$ cat src/rtl/trs_cond_pkg.sv
// Package: trs_cond_pkg
// Shared classification type for the timing-reference word conditioner.
// Assumes nothing beyond IEEE 1800-2017 packages.
package trs_cond_pkg;

    // Result of inspecting the upper bits of a captured word.
    typedef enum logic [1:0] {
        CLS_DATA     = 2'd0,   // upper bits mixed: ordinary data
        CLS_LOW_TRS  = 2'd1,   // upper bits all zero
        CLS_HIGH_TRS = 2'd2    // upper bits all one
    } trs_class_e;

endpackage

$ cat src/rtl/trs_cond_in_reg.sv
// Module: trs_cond_in_reg
// Capture stage: registers the word and both controls on every rising edge.
// Assumes a synchronous active-low reset. It resets to packet mode so that
// no detect can follow from the reset contents.
module trs_cond_in_reg #(
    parameter int WORD_W = 10
) (
    input  logic              clk,
    input  logic              rst_n,
    input  logic [WORD_W-1:0] d_word,
    input  logic              d_filt_n,
    input  logic              d_pkt,
    output logic [WORD_W-1:0] q_word,
    output logic              q_filt_n,
    output logic              q_pkt
);

    // Capture all inputs together so that filter and detector see one word.
    always_ff @(posedge clk) begin
        if (!rst_n) begin
            q_word   <= '0;
            q_filt_n <= 1'b1;
            q_pkt    <= 1'b1;
        end else begin
            q_word   <= d_word;
            q_filt_n <= d_filt_n;
            q_pkt    <= d_pkt;
        end
    end

endmodule

$ cat src/rtl/trs_cond_classify.sv
// Module: trs_cond_classify
// Classifies a captured word by its upper WORD_W-LSB_W bits.
// Purely combinational. Assumes LSB_W < WORD_W.
module trs_cond_classify
    import trs_cond_pkg::*;
#(
    parameter int WORD_W = 10,
    parameter int LSB_W  = 2
) (
    input  logic [WORD_W-1:0] word,
    output trs_class_e        cls
);

    localparam int HI_W = WORD_W - LSB_W;

    logic [HI_W-1:0] hi_bits;
    logic            hi_zero;
    logic            hi_ones;

    assign hi_bits = word[WORD_W-1:LSB_W];
    assign hi_zero = ~|hi_bits;
    assign hi_ones = &hi_bits;

    // Map the two reductions onto the class encoding.
    always_comb begin
        if (hi_zero)      cls = CLS_LOW_TRS;
        else if (hi_ones) cls = CLS_HIGH_TRS;
        else              cls = CLS_DATA;
    end

endmodule

$ cat src/rtl/trs_cond_filter.sv
// Module: trs_cond_filter
// Squares the low LSB_W bits of a timing-reference word to match its upper
// bits when filtering is enabled and packet mode is off. Combinational.
module trs_cond_filter
    import trs_cond_pkg::*;
#(
    parameter int WORD_W = 10,
    parameter int LSB_W  = 2
) (
    input  logic [WORD_W-1:0] word,
    input  trs_class_e        cls,
    input  logic              filt_n,
    input  logic              pkt,
    output logic [WORD_W-1:0] word_f
);

    logic apply;
    logic fill_bit;

    // Filtering applies only to sync-range words outside packet mode.
    assign apply    = !filt_n && !pkt && (cls != CLS_DATA);
    assign fill_bit = (cls == CLS_HIGH_TRS);

    for (genvar b = 0; b < WORD_W; b++) begin : g_bit
        if (b < LSB_W) begin : g_low
            assign word_f[b] = apply ? fill_bit : word[b];
        end else begin : g_high
            assign word_f[b] = word[b];
        end
    end

endmodule

$ cat src/rtl/trs_cond_out_reg.sv
// Module: trs_cond_out_reg
// Output stage: registers the conditioned word and the active-low detect.
// Assumes the word and class come from the same captured word.
module trs_cond_out_reg
    import trs_cond_pkg::*;
#(
    parameter int WORD_W = 10
) (
    input  logic              clk,
    input  logic              rst_n,
    input  logic [WORD_W-1:0] word_f,
    input  trs_class_e        cls,
    input  logic              pkt,
    output logic [WORD_W-1:0] word_q,
    output logic              det_n_q
);

    logic det_n_d;

    // Detect is active only outside packet mode on a sync-range word.
    assign det_n_d = pkt || (cls == CLS_DATA);

    // Register word and flag together so they stay aligned.
    always_ff @(posedge clk) begin
        if (!rst_n) begin
            word_q  <= '0;
            det_n_q <= 1'b1;
        end else begin
            word_q  <= word_f;
            det_n_q <= det_n_d;
        end
    end

endmodule

$ cat src/rtl/trs_word_conditioner.sv
// Module: trs_word_conditioner
// Top level: capture stage, classifier, low-bit filter and output stage.
// Latency is two rising edges from input to outputs.
// Assumes a single clock and a synchronous active-low reset.
module trs_word_conditioner
    import trs_cond_pkg::*;
#(
    parameter int WORD_W = 10,
    parameter int LSB_W  = 2
) (
    input  logic              clk,
    input  logic              rst_n,
    input  logic [WORD_W-1:0] word_in,
    input  logic              filt_n,
    input  logic              pkt_mode,
    output logic [WORD_W-1:0] word_out,
    output logic              trs_det_n
);

    logic [WORD_W-1:0] cap_word;
    logic              cap_filt_n;
    logic              cap_pkt;
    trs_class_e        cap_cls;
    logic [WORD_W-1:0] filt_word;

    trs_cond_in_reg #(.WORD_W(WORD_W)) i_in_reg (
        .clk      (clk),
        .rst_n    (rst_n),
        .d_word   (word_in),
        .d_filt_n (filt_n),
        .d_pkt    (pkt_mode),
        .q_word   (cap_word),
        .q_filt_n (cap_filt_n),
        .q_pkt    (cap_pkt)
    );

    trs_cond_classify #(.WORD_W(WORD_W), .LSB_W(LSB_W)) i_classify (
        .word (cap_word),
        .cls  (cap_cls)
    );

    trs_cond_filter #(.WORD_W(WORD_W), .LSB_W(LSB_W)) i_filter (
        .word   (cap_word),
        .cls    (cap_cls),
        .filt_n (cap_filt_n),
        .pkt    (cap_pkt),
        .word_f (filt_word)
    );

    trs_cond_out_reg #(.WORD_W(WORD_W)) i_out_reg (
        .clk     (clk),
        .rst_n   (rst_n),
        .word_f  (filt_word),
        .cls     (cap_cls),
        .pkt     (cap_pkt),
        .word_q  (word_out),
        .det_n_q (trs_det_n)
    );

endmodule

$ cat config.mk
export PLATFORM = sky130hd
export DESIGN_NAME = trs_word_conditioner
export DESIGN_NICKNAME = d
export VERILOG_FILES = /design/src/rtl/trs_cond_pkg.sv /design/src/rtl/trs_cond_in_reg.sv /design/src/rtl/trs_cond_classify.sv /design/src/rtl/trs_cond_filter.sv /design/src/rtl/trs_cond_out_reg.sv /design/src/rtl/trs_word_conditioner.sv
export SDC_FILE = /design/constraint.sdc
export NUM_CORES = 1
export LEC_CHECK = 0
export ABC_AREA = 1
export BUFFER_PORTS_ARGS = -buffer_cell sky130_fd_sc_hd__buf_2
export CORE_MARGIN = 8
export CORE_UTILIZATION = 41
export CTS_CLUSTER_DIAMETER = 40
export DETAILED_ROUTE_END_ITERATION = 16
export PLACE_DENSITY = 0.73
export SYNTH_ARGS = -nofsm -noshare
export SYNTH_HDL_FRONTEND = slang
export SYNTH_SLANG_ARGS = --single-unit
$ cat constraint.sdc
create_clock -name clk -period 1.1 [get_ports clk]
set_clock_uncertainty 0.2 [all_clocks]
set_input_delay 0.33 -clock clk [delete_from_list [all_inputs] [get_ports clk]]
set_output_delay 0.33 -clock clk [all_outputs]
set_load 0.005 [all_outputs]
# After elaboration in Yosys (flattened, before gate mapping)

Cells that the tools add are included.

Equal/unequal tests: 1
Multiplexer cells: 4
Reduce and logical (&&, ||, !) cells: 9

Operators with widths:

| kind                 | count |
|---|---|
| $reduce_and A8 Y1    | 1 |
| $reduce_or A8 Y1     | 1 |
| $mux W2              | 2 |
| $eq A2 B2 Y1 const B | 1 |
| $logic_and A1 B1 Y1  | 2 |
| $logic_not A1 Y1     | 2 |
| $logic_not A2 Y1     | 1 |
| $mux W1              | 2 |
| $reduce_bool A2 Y1   | 1 |
| $logic_or A1 B1 Y1   | 1 |

Register bits: 23
Word-level logic and storage cells: 19

# Depth between registers and ports, before layout

Gate-level depths: netlist (run 1).

Depth after elaboration: 6
Mapped depth: 7

# Cells and area by module

From an unflattened synthesis (run 1), not the netlist that was laid out.

Cell total of the unflattened synthesis: 111
Area, all modules: 839.6 µm²

By module, submodules not included:

| module            | times used | cells an instance | area each (µm²) | sequential area each (µm²) |
|---|---|---|---|---|
| trs_cond_in_reg   | 1          | 37                | 341.6           | 240.2 |
| trs_cond_out_reg  | 1          | 38                | 329.1           | 220.2 |
| trs_cond_filter   | 1          | 18                | 101.3           | 0.0 |
| trs_cond_classify | 1          | 18                | 67.6            | 0.0 |

# Worst setup path before layout (run 1)

No wires, ideal clock.

Path type: register to register
Start point: register i_in_reg.q_word[8]
End point: register i_out_reg.word_q[0]
Arrival time: 0.776 ns
Data required time: 0.783 ns
Setup slack: 0.007 ns
Stages on the path, launching flop included: 8
Period minus slack after synthesis: 1.093 ns
Path through: dfxtp_1 -> nand2_1 -> nor2_2 -> nand2_1 -> o21ai_2 -> nand2_2 -> nand2_1 -> a21oi_1

Word-level cells in the longest chain between the ends: 6

RTL lines:

| element                | line                    | text |
|---|---|---|
| start, declared        | trs_cond_in_reg.sv:13   | `output logic [WORD_W-1:0] q_word,` |
| start signal, assigned | trs_cond_in_reg.sv:25   | `q_word <= d_word;` |
| $reduce_and A8 Y1      | trs_cond_classify.sv:22 | `assign hi_ones = &hi_bits;` |
| $mux W2                | trs_cond_classify.sv:27 | `else if (hi_ones) cls = CLS_HIGH_TRS;` |
| $mux W2 (*)            | trs_cond_classify.sv:26 | `if (hi_zero) cls = CLS_LOW_TRS;` |
| $reduce_bool A2 Y1     | trs_cond_filter.sv:21   | `assign apply = !filt_n && !pkt && (cls != CLS_DATA);` |
| $logic_and A1 B1 Y1    | trs_cond_filter.sv:21   |  |
| $mux W1 (*)            | trs_cond_filter.sv:26   | `assign word_f[b] = apply ? fill_bit : word[b];` |
| end signal, assigned   | trs_cond_out_reg.sv:29  | `word_q <= word_f;` |
| end, declared          | trs_cond_out_reg.sv:14  | `output logic [WORD_W-1:0] word_q,` |

Mark *: on every way between the ends. The rest lies on a longest branch, timed or not.
A chain may end at the register's enable or synchronous reset.

# Worst setup path in the final report (run 1)

Start point: register i_out_reg.word_q[9]
End point: output port word_out[9]

RTL lines:

| element       | line                       | text |
|---|---|---|
| end, declared | trs_word_conditioner.sv:16 | `output logic [WORD_W-1:0] word_out,` |

No word-level cell between the ends.

==> results of run 1 <==
## power groups by stage
| stage | clock network, W | registers [W] | logic (W) |
|---|---|---|---|
| floorplan | 0 | 0.000907 | 0.0000524 |
| global placement | 0 | 0.000906 | 0.000103 |
| detailed placement | 0 | 0.000907 | 0.000106 |
| CTS | 0.000371 | 0.000893 | 0.000110 |
| global route | 0.000398 | 0.000902 | 0.000135 |
| finish | 0.000361 | 0.000898 | 0.000120 |
## synth_stat cells, drive strengths merged
master,n,share of area (%)
nand3,1,0.69
buf,2,1.4
nand2,29,16
dfxtp,23,63
a21oi,2,1.4
or2,2,1.7
nor2,8,4.8
o21ai,1,1.2
inv,19,9.8
## sequential cells by signal, indices dropped and copies added, names as in the netlist
register / count
i_in_reg.q_word: 10
i_in_reg.q_filt_n: 1
i_out_reg.det_n_q: 1
i_out_reg.word_q: 10
i_in_reg.q_pkt: 1
## cells by family after synthesis
group | Yosys count | share of synthesized area (%)
AND/OR/NAND/NOR | 40 | 22.9
flip-flops | 23 | 63.3
buffers and inverters | 21 | 11.2
AO/OA/AOI/OAI | 3 | 2.58
## path summary, 6_finish.rpt
path                    endpoint           startpoint
min           i_in_reg.q_word[3]           word_in[3]
min reg2reg  i_out_reg.word_q[9]   i_in_reg.q_word[9]
max                  word_out[9]  i_out_reg.word_q[9]
max reg2reg  i_out_reg.word_q[0]   i_in_reg.q_word[3]
## layer usage
| layer | vias up | track usage (%) | wire (um) |
|---|---|---|---|
| li1 | 304 | - | - |
| met1 | 243 | 8.32 | 534 |
| met2 | 23 | 15.0 | 705 |
| met3 | 5 | 3.31 | 101 |
| met4 | 0 | 7.34 | 42 |
| met5 | - | 0 | 0 |
## area by class of cell
type                       count  area [um2]
fill                         156         704
sequential                    23         474
multi-input combinational     43         215
timing repair buffer          27         176
inverter                      19        71.3
clock buffer                   4        26.3
tap                           17        21.3
## stage by stage
stage               TNS, ns  cell area, um2  total power [W]  utilization, %
finish                -1.93             985          0.00138            58.3
CTS                   -1.93             937          0.00137            55.5
detailed placement   -0.287             878          0.00101            52.0
global route          -2.47             985          0.00143            58.3
global placement    -0.0777             878          0.00101            52.0
floorplan                 0             727         0.000959               -
## repair_timing
action                                  4_1_cts  5_1_grt
endpoints found under the setup margin       14       14
endpoints found under the hold margin         1        1
setup buffers                                 1        0
cloned                                        0        0
pin swaps                                     4        5
resized for setup                            10       13
==> insert_results.sql, run 1 <==
INSERT INTO impl_metrics (metric_group, metric, value, unit) VALUES
('synth', 'post_synth_inst_count', '87', ''),
('outcome', 'violated_checks', 'negative setup slack', ''),
('synth', 'synth.net_count', '101', ''),
('floorplanning', 'fp.coreArea', '1690', 'um2'),
('job', 'max_capacitance_violation_count', '0', ''),
('synth', 'ys.warnings.count', '0', ''),
('sta', 'timing_max_transition_violations_final', '0', ''),
('sta', 'fmax', '0.792', 'GHz'),
('floorplanning', 'die_area', '3380', 'um2'),
('outcome', 'status', 'finished with violations', ''),
('sta', 'rsz_0062_raised_after_global_routing', 'yes', ''),
('setup_path', 'cp_max_fo', '1', ''),
('setup_path', 'crit_start_category', 'register', ''),
('clock_network', 'htreeDepth', '1', ''),
('setup_path', 'flop2flop_setup_slack', '-0.14', 'ns'),
('setup_path', 'timing.critical_path.depth', '1', ''),
('sta', 'post-route-worst-setup-slack', '-0.163', 'ns'),
('power_and_ir_drop', 'sw_frac_of_total', '21.7', '%'),
('cells_and_area', 'mostFrequentLayoutCell', 'sky130_fd_sc_hd__nand2_1', ''),
('floorplanning', 'start_util', '43.0', '%'),
('power_and_ir_drop', 'p_per_area', '1400', 'nW/um2'),
('power_and_ir_drop', 'comb_pwr_share', '8.7', '%'),
('min_path', 'holdPathStages', '3', ''),
('power_and_ir_drop', 'power_leakage', '0.560', 'nW'),
('synth', 'syn_area', '727', 'um2'),
('power_and_ir_drop', 'internal_power', '0.00108', 'W'),
('synth', 'ys_types', '12', ''),
('min_path', 'min_path_type', 'in2reg', ''),
('setup_path', 'endpoint_class_of_the_critical_path', 'output pin', ''),
('setup_path', 'worst_ep_required_time', '0.57', 'ns'),
('placed_design', 'placement.io_buffers', '24', ''),
('cells_and_area', 'final_layout_size_suffix_gt1_share', '46.6', '%'),
('grt', 'grt_first_pass_wirelength', '2.32', 'mm'),
('sta', 'final_hold_viol_count', '0', ''),
('grt', 'first_global_vias', '566', ''),
('cells_and_area', 'layout-area-overhead-vs-synth', '35.5', '%'),
('grt', 'grt_overflow', '0', ''),
('clock_network', 'cts-root-buf', 'sky130_fd_sc_hd__clkbuf_4', ''),
('synth', 'synth.yosys.seq_area_share', '63.3', '%'),
('setup_path', 'worst-r2r-cell-count', '6', ''),
('cells_and_area', 'antenna_cells_inserted', '0', ''),
('sta', 'fin_crit_sh', '115', '%'),
('detailed_routing', 'detailedRoute.firstPassIterationCount', '4', ''),
('cells_and_area', 'final_cell_count_no_fill', '133', ''),
('power_and_ir_drop', 'seqPwrFrac', '65.1', '%'),
('detailed_routing', 'detailroute.via_count', '575', ''),
('sta', 'hold_slack', '0.00472', 'ns'),
('clock_network', 'clock_tree.buffer_depth', '2', ''),
('clock_network', 'cts_hold_buffers', '1', ''),
('grt', 'antenna_found_initial', '0', ''),
('setup_path', 'setup.worst_path.class', 'reg2out', ''),
('power_and_ir_drop', 'clock_power_share', '26.2', '%'),
('setup_path', 'top_family_by_delay_on_critical_path', 'flip-flops', ''),
('cells_and_area', 'layout_common_cells', '24 x sky130_fd_sc_hd__nand2_1, 21 x sky130_fd_sc_hd__buf_2, 18 x sky130_fd_sc_hd__inv_1', ''),
('floorplanning', 'io_pins', '25', ''),
('power_and_ir_drop', 'ir_drop', '740', 'uV'),
('detailed_routing', 'antenna_left', '0', ''),
('synth', 'syn_avg_cell_area', '8.36', 'um2'),
('clock_network', 'cts_tree', 'done', ''),
('setup_path', 'critical-path-max-stage-delay', '0.33', 'ns'),
('sta', 'tightestPinTransition', '0.223', 'ns'),
('setup_path', 'cp.arrival', '0.73', 'ns'),
('detailed_routing', 'detail_route.vias_per_cell', '4.32', ''),
('detailed_routing', 'drt_first_iter_violations', '5', ''),
('grt', 'track_usage', '8.84', '%'),
('clock_network', 'tritoncts.num_buffers', '3', ''),
('sta', 'setup_viol', '13', ''),
('power_and_ir_drop', 'power.net_switching', '0.000299', 'W'),
('detailed_routing', 'finalWirelength', '1.38', 'mm'),
('clock_network', 'clock_sinks', '23', ''),
('placed_design', 'gp_congestion', '0.738', '');
(Power assumes the default switching activity.)
==> inputs of run 2 (changes only) <==
==> constraint.sdc (replaced) <==
create_clock -name clk -period 1.1 [get_ports clk]
set_clock_uncertainty 0.2 [all_clocks]
set_input_delay 0.055 -clock clk [delete_from_list [all_inputs] [get_ports clk]]
set_output_delay 0.055 -clock clk [all_outputs]
set_load 0.005 [all_outputs]
==> insert_results.sql, run 2 (synthesized netlist as in run 1, its figures left out) <==
INSERT INTO impl_metrics (metric_group, metric, value, unit) VALUES
('floorplanning', 'fp.coreArea', '1690', 'um2'),
('detailed_routing', 'detailroute.via_count', '628', ''),
('grt', 'track_usage', '8.38', '%'),
('sta', 'final_hold_viol_count', '0', ''),
('setup_path', 'path_buf_inv', '0', ''),
('sta', 'post-route-min-period', '1.22', 'ns'),
('clock_network', 'clock_insertion_delay_worst_skew', '0.30', 'ns'),
('grt', 'first_global_vias', '537', ''),
('cells_and_area', 'final_cell_count_no_fill', '146', ''),
('grt', 'antenna_found_initial', '0', ''),
('clock_network', 'clock_tree.buffer_depth', '2', ''),
('cells_and_area', 'fin_area', '1080', 'um2'),
('cells_and_area', 'mostFrequentLayoutCell', 'sky130_fd_sc_hd__buf_2', ''),
('floorplanning', 'io_pins', '25', ''),
('grt', 'grt_overflow', '0', ''),
('placed_design', 'place_inst', '127', ''),
('sta', 'fin_crit_sh', '111', '%'),
('cells_and_area', 'largestRegisters', 'i_in_reg.q_word x10, i_out_reg.word_q x10', ''),
('min_path', 'min_path_type', 'in2reg', ''),
('cells_and_area', 'layout-area-overhead-vs-synth', '48.9', '%'),
('placed_design', 'dp_worst_setup_slack', '-0.0994', 'ns'),
('floorplanning', 'die_y', '58.1', 'um'),
('setup_path', 'worst_path_most_repeated_cell', 'sky130_fd_sc_hd__nand2_2', ''),
('power_and_ir_drop', 'totalPowerFinal', '0.00142', 'W'),
('clock_network', 'cts-root-buf', 'sky130_fd_sc_hd__clkbuf_4', ''),
('floorplanning', 'start_util', '43.0', '%'),
('cells_and_area', 'utilization', '64.1', '%'),
('sta', 'tightestPinTransition', '0.199', 'ns'),
('floorplanning', 'std_cell_rows', '15', ''),
('detailed_routing', 'drt_first_iter_violations', '8', ''),
('detailed_routing', 'remaining_drc_errors', '0', ''),
('placed_design', 'placement.io_buffers', '24', ''),
('clock_network', 'cts.reportedPaths.clkPinSlew', '0.11', 'ns'),
('outcome', 'violated_checks', 'negative setup slack', ''),
('power_and_ir_drop', 'power_leakage', '0.608', 'nW'),
('clock_network', 'htreeDepth', '1', ''),
('clock_network', 'tritoncts.num_buffers', '3', ''),
('detailed_routing', 'finalWirelength', '1.48', 'mm'),
('sta', 'rsz_0062_raised_after_global_routing', 'yes', ''),
('detailed_routing', 'routed_wire_length_per_instance', '10.1', 'um'),
('setup_path', 'cp_cell_sequence', 'nand2_2 -> nor2_4 -> nand2_1 -> o21ai_2 -> nand2_2 -> nand2_2 -> a21oi_2', ''),
('clock_network', 'cts_tree', 'done', ''),
('sta', 'max-slew-margin-rel', '86.7', '%'),
('setup_path', 'worst_ep_required_time', '1.11', 'ns'),
('setup_path', 'setup.worst_path.class', 'reg2reg', ''),
('cells_and_area', 'nets', '144', ''),
('setup_path', 'critPathSlowestCell', 'sky130_fd_sc_hd__dfxtp_2', ''),
('setup_path', 'endpoint_class_of_the_critical_path', 'register', ''),
('power_and_ir_drop', 'p_per_area', '1310', 'nW/um2'),
('cells_and_area', 'final_layout_size_suffix_gt1_share', '42.6', '%'),
('setup_path', 'cp.arrival', '1.23', 'ns'),
('floorplanning', 'floorplan.die.width', '58.1', 'um'),
('outcome', 'status', 'finished with violations', ''),
('power_and_ir_drop', 'ir_drop', '716', 'uV'),
('setup_path', 'cp_max_fo', '3', ''),
('detailed_routing', 'antenna_left', '0', ''),
('placed_design', 'post-dp-hpwl', '986', 'um'),
('placed_design', 'gp_congestion', '0.740', ''),
('placed_design', 'post_dp_cell_area', '866', 'um2'),
('detailed_routing', 'detailedRoute.firstPassIterationCount', '4', ''),
('detailed_routing', 'detail_route.vias_per_cell', '4.30', ''),
('setup_path', 'critical-path-max-stage-delay', '0.38', 'ns'),
('sta', 'post-route-worst-setup-slack', '-0.117', 'ns'),
('grt', 'grt_first_pass_wirelength', '2.11', 'mm'),
('setup_path', 'crit_start_category', 'register', ''),
('cells_and_area', 'antenna_cells_inserted', '0', ''),
('job', 'max_capacitance_violation_count', '0', ''),
('clock_network', 'clock_sinks', '23', ''),
('grt', 'grt_max_degree', '13', ''),
('sta', 'setup_viol', '2', ''),
('sta', 'fmax', '0.821', 'GHz'),
('floorplanning', 'die_area', '3380', 'um2'),
('sta', 'timing_max_transition_violations_final', '0', ''),
('cells_and_area', 'layout_common_cells', '24 x sky130_fd_sc_hd__buf_2, 22 x sky130_fd_sc_hd__nand2_1, 18 x sky130_fd_sc_hd__inv_1', ''),
('setup_path', 'top_family_by_delay_on_critical_path', 'simple AND/OR/NAND/NOR gates', '');
-- run 2: final timing paths --
path | start | to | slack, ns | cells after the start
max | i_in_reg.q_word[8] | i_out_reg.word_q[1] | -0.12 | 7
min reg2reg | i_in_reg.q_word[1] | i_out_reg.word_q[1] | 0.26 | 2
min | word_in[5] | i_in_reg.q_word[5] | 0.25 | 4
max reg2reg | i_in_reg.q_word[8] | i_out_reg.word_q[1] | -0.12 | 7
-- run 2: worst min-delay path, cell delays in order --
cell	delay [ns]
sky130_fd_sc_hd__dlygate4sd3_1	0.51
sky130_fd_sc_hd__buf_2	0.09
sky130_fd_sc_hd__nand2_1	0.04
sky130_fd_sc_hd__inv_1	0.04
-- run 2: stage by stage --
stage	setup TNS [ns]	hold WS [ns]
2_1_floorplan	0	-0.0474
3_3_place_gp	-0.0834	0.0340
3_5_place_dp	-0.198	0.0388
4_1_cts	-0.139	0.250
5_1_grt	-0.394	0.252
6_report	-0.231	0.250
-- run 2: where the power goes --
part / leakage [nW] / internal (W) / switching (W)
Combinational: 0.401 / 0.0000865 / 0.0000610
Clock: 0.0150 / 0.000142 / 0.000232
Sequential: 0.192 / 0.000875 / 0.0000232
-- run 2: area by class of cell --
cell class,instances,area (um2)
Sequential cell,23,470
Clock buffer,4,26.3
Tap cell,17,21.3
Multi-Input combinational cell,43,220
Fill cell,132,607
Timing Repair Buffer,40,273
Inverter,19,71.3
-- run 2: what timing repair did --
item,4_1_cts,5_1_grt
hold endpoints to repair,23,0
endpoints found under the setup margin,3,3
resized for setup,11,9
hold buffers,13,0
setup buffers,1,1
pin swaps,2,8
-- run 2: metal layers --
metal,wire [um],vias up,track usage (%)
met2,758,19,15.0
met3,87,5,2.21
li1,-,330,-
met5,0,-,0
met4,56,0,9.44
met1,579,274,6.89
==> inputs of run 3 (changes only) <==
- BUFFER_PORTS_ARGS: -buffer_cell sky130_fd_sc_hd__buf_2 -> default
- CORE_UTILIZATION: 41 -> 47
- DONT_BUFFER_PORTS: default -> 1
- PLACE_DENSITY: 0.73 -> 0.67
==> insert_results.sql, run 3 (synthesized netlist as in run 1, its figures left out) <==
INSERT INTO impl_metrics (metric_group, metric, value, unit) VALUES
('setup_path', 'cp_max_fo', '3', ''),
('clock_network', 'cts.reportedPaths.clkPinSlew', '0.12', 'ns'),
('setup_path', 'top_family_by_delay_on_critical_path', 'simple AND/OR/NAND/NOR gates', ''),
('grt', 'antenna_found_initial', '0', ''),
('min_path', 'min_path_type', 'in2reg', ''),
('clock_network', 'clock_sinks', '23', ''),
('floorplanning', 'fp.coreArea', '1470', 'um2'),
('power_and_ir_drop', 'seqPwrFrac', '66.2', '%'),
('setup_path', 'endpoint_class_of_the_critical_path', 'register', ''),
('setup_path', 'worstReg2RegStart', 'i_in_reg.q_word[7]', ''),
('floorplanning', 'die_area', '3060', 'um2'),
('setup_path', 'r2r-end', 'i_out_reg.word_q[0]', ''),
('min_path', 'timing.hold.worst.start', 'rst_n', ''),
('clock_network', 'clock_tree.buffer_depth', '2', ''),
('setup_path', 'cp.arrival', '1.20', 'ns'),
('power_and_ir_drop', 'ir_drop', '876', 'uV'),
('setup_path', 'crit_start', 'i_in_reg.q_word[7]', ''),
('placed_design', 'placement.io_buffers', '0', ''),
('grt', 'grt_overflow', '0', ''),
('clock_network', 'cts_tree', 'done', ''),
('setup_path', 'timing.critical_path.depth', '7', ''),
('power_and_ir_drop', 'power_leakage', '0.490', 'nW'),
('setup_path', 'path_buf_inv', '0', ''),
('cells_and_area', 'final_layout_size_suffix_gt1_share', '23.3', '%'),
('setup_path', 'critPathSlowestCell', 'sky130_fd_sc_hd__dfxtp_2', ''),
('clock_network', 'htreeDepth', '1', ''),
('power_and_ir_drop', 'power.net_switching', '0.000290', 'W'),
('outcome', 'violated_checks', 'negative setup slack', ''),
('outcome', 'status', 'finished with violations', ''),
('clock_network', 'cts-root-buf', 'sky130_fd_sc_hd__clkbuf_4', ''),
('cells_and_area', 'nets', '118', ''),
('floorplanning', 'std_cell_rows', '14', ''),
('floorplanning', 'floorplan.die.width', '55.3', 'um'),
('sta', 'final_hold_viol_count', '0', ''),
('power_and_ir_drop', 'sw_frac_of_total', '21.4', '%'),
('job', 'max_capacitance_violation_count', '0', ''),
('cells_and_area', 'layout_common_cells', '25 x sky130_fd_sc_hd__nand2_1, 18 x sky130_fd_sc_hd__inv_1, 15 x sky130_fd_sc_hd__dfxtp_1', ''),
('sta', 'setup_viol', '3', ''),
('placed_design', 'post_dp_cell_area', '737', 'um2'),
('setup_path', 'cp_cell_sequence', 'nand2_1 -> nor2_2 -> nand2_1 -> o21ai_2 -> nand2_2 -> nand2_1 -> a21oi_1', ''),
('setup_path', 'critical-path-max-stage-delay', '0.37', 'ns'),
('floorplanning', 'io_pins', '25', ''),
('clock_network', 'clock_insertion_delay_worst_skew', '0.30', 'ns'),
('power_and_ir_drop', 'clock_power_share', '26.6', '%'),
('detailed_routing', 'detailroute.via_count', '513', ''),
('cells_and_area', 'fillerInstances', '135', ''),
('clock_network', 'tritoncts.num_buffers', '3', ''),
('setup_path', 'setup.worst_path.class', 'reg2reg', ''),
('grt', 'grt_max_degree', '14', ''),
('detailed_routing', 'drt_first_iter_violations', '5', ''),
('cells_and_area', 'largestRegisters', 'i_in_reg.q_word x10, i_out_reg.word_q x10', ''),
('power_and_ir_drop', 'internal_power', '0.00107', 'W'),
('grt', 'first_global_vias', '518', ''),
('detailed_routing', 'detail_route.vias_per_cell', '4.31', ''),
('cells_and_area', 'antenna_cells_inserted', '0', ''),
('power_and_ir_drop', 'comb_pwr_share', '7.2', '%'),
('placed_design', 'gp_congestion', '0.693', ''),
('detailed_routing', 'detailedRoute.firstPassIterationCount', '2', ''),
('floorplanning', 'start_util', '49.4', '%'),
('placed_design', 'post-dp-hpwl', '819', 'um'),
('sta', 'max-slew-margin-rel', '75.4', '%'),
('sta', 'fin_crit_sh', '109', '%'),
('detailed_routing', 'antenna_left', '0', ''),
('floorplanning', 'die_y', '55.3', 'um'),
('setup_path', 'worst_ep_required_time', '1.10', 'ns'),
('sta', 'hold_slack', '0.0688', 'ns'),
('cells_and_area', 'fin_area', '927', 'um2'),
('detailed_routing', 'routed_wire_length_per_instance', '10.6', 'um'),
('setup_path', 'critical_path.endpoint', 'i_out_reg.word_q[0]', ''),
('power_and_ir_drop', 'p_per_area', '1460', 'nW/um2'),
('sta', 'fmax', '0.832', 'GHz'),
('setup_path', 'crit_start_category', 'register', ''),
('sta', 'setup_total_negative_slack', '-0.246', 'ns'),
('grt', 'grt_first_pass_wirelength', '2.23', 'mm'),
('sta', 'rsz_0062_raised_after_global_routing', 'yes', ''),
('sta', 'tightestPinTransition', '0.370', 'ns'),
('grt', 'track_usage', '8.68', '%'),
('cells_and_area', 'mostFrequentLayoutCell', 'sky130_fd_sc_hd__nand2_1', ''),
('sta', 'post-route-min-period', '1.20', 'ns'),
('sta', 'post-route-worst-setup-slack', '-0.102', 'ns'),
('cells_and_area', 'layout-area-overhead-vs-synth', '27.5', '%'),
('setup_path', 'worst_path_most_repeated_cell', 'sky130_fd_sc_hd__nand2_1', ''),
('detailed_routing', 'finalWirelength', '1.26', 'mm'),
('setup_path', 'flop2flop_setup_slack', '-0.10', 'ns'),
('sta', 'timing_max_transition_violations_final', '0', ''),
('setup_path', 'worst-r2r-cell-count', '7', ''),
('detailed_routing', 'remaining_drc_errors', '0', '');
-- run 3: cell types whose count changed in the layout (fill, tap and decap cells not counted), sizes merged --
cell / before / now
buf: 27 / 1
clkbuf: 4 / 3
clkinv: 0 / 1
dlygate4sd3: 13 / 12
dlymetal6s4s: 0 / 1
-- run 3: worst min path at each step --
stage,endpoint,slack [ns],depth (start not counted)
floorplan,i_in_reg.q_word[0],-0.05,2
global placement,i_in_reg.q_word[4],-0.05,2
detailed placement,i_in_reg.q_word[4],-0.04,2
CTS,i_in_reg.q_word[9],0.17,3
global route,i_in_reg.q_word[7],0.08,3
finish,i_in_reg.q_word[7],0.07,3
-- run 3: tightest hold or removal path, delay by kind of cell --
family                 cells  cell delay, ns
buffers and inverters      2            0.39
and+or+nand+nor            1            0.11
-- run 3: layout make-up --
type | count | area [um2] | area share (%)
inverter | 19 | 71.3 | 7.69
sequential | 23 | 470 | 50.7
clock inverter | 1 | 5.00 | 0.540
clock buffer | 3 | 22.5 | 2.43
tap | 16 | 20.0 | 2.16
timing repair buffer | 14 | 140 | 15.1
multi-input combinational | 43 | 198 | 21.3
-- run 3: repair_timing --
item                       in CTS  in global routing
resized for setup              10                  4
setup buffers                   0                  1
setup endpoints to repair       2                  5
hold buffers                   13                  0
hold endpoints to repair       23                  0
pin swaps                       1                  1
cloned                          0                  0
-- run 3: power groups by stage --
stage	Combinational (W)	Clock, W	Sequential, W
6_report	0.0000974	0.000361	0.000899
5_1_grt	0.000112	0.000413	0.000904
4_1_cts	0.0000905	0.000376	0.000898
3_5_place_dp	0.0000494	0	0.000913
3_3_place_gp	0.0000483	0	0.000912
2_1_floorplan	0.0000524	0	0.000907
-- run 3: routing by layer --
metal | part of all wire [%] | routed length (um) | track usage, %
met5 | 0 | 0 | 0
met4 | 2.1 | 26 | 6.34
met3 | 6.6 | 83 | 3.65
met1 | 43 | 548 | 9.69
met2 | 48 | 605 | 12.8
-- run 3: metrics by stage --
stage               power [W]  setup WS (ns)  utilization [%]  std cells
floorplan            0.000959        0.00674                -         87
global placement     0.000960        -0.0454             50.1        101
detailed placement   0.000962        -0.0769             50.1        101
CTS                   0.00136        -0.0625             61.8        118
global route          0.00143         -0.174             63.0        119
finish                0.00136         -0.102             63.0        119
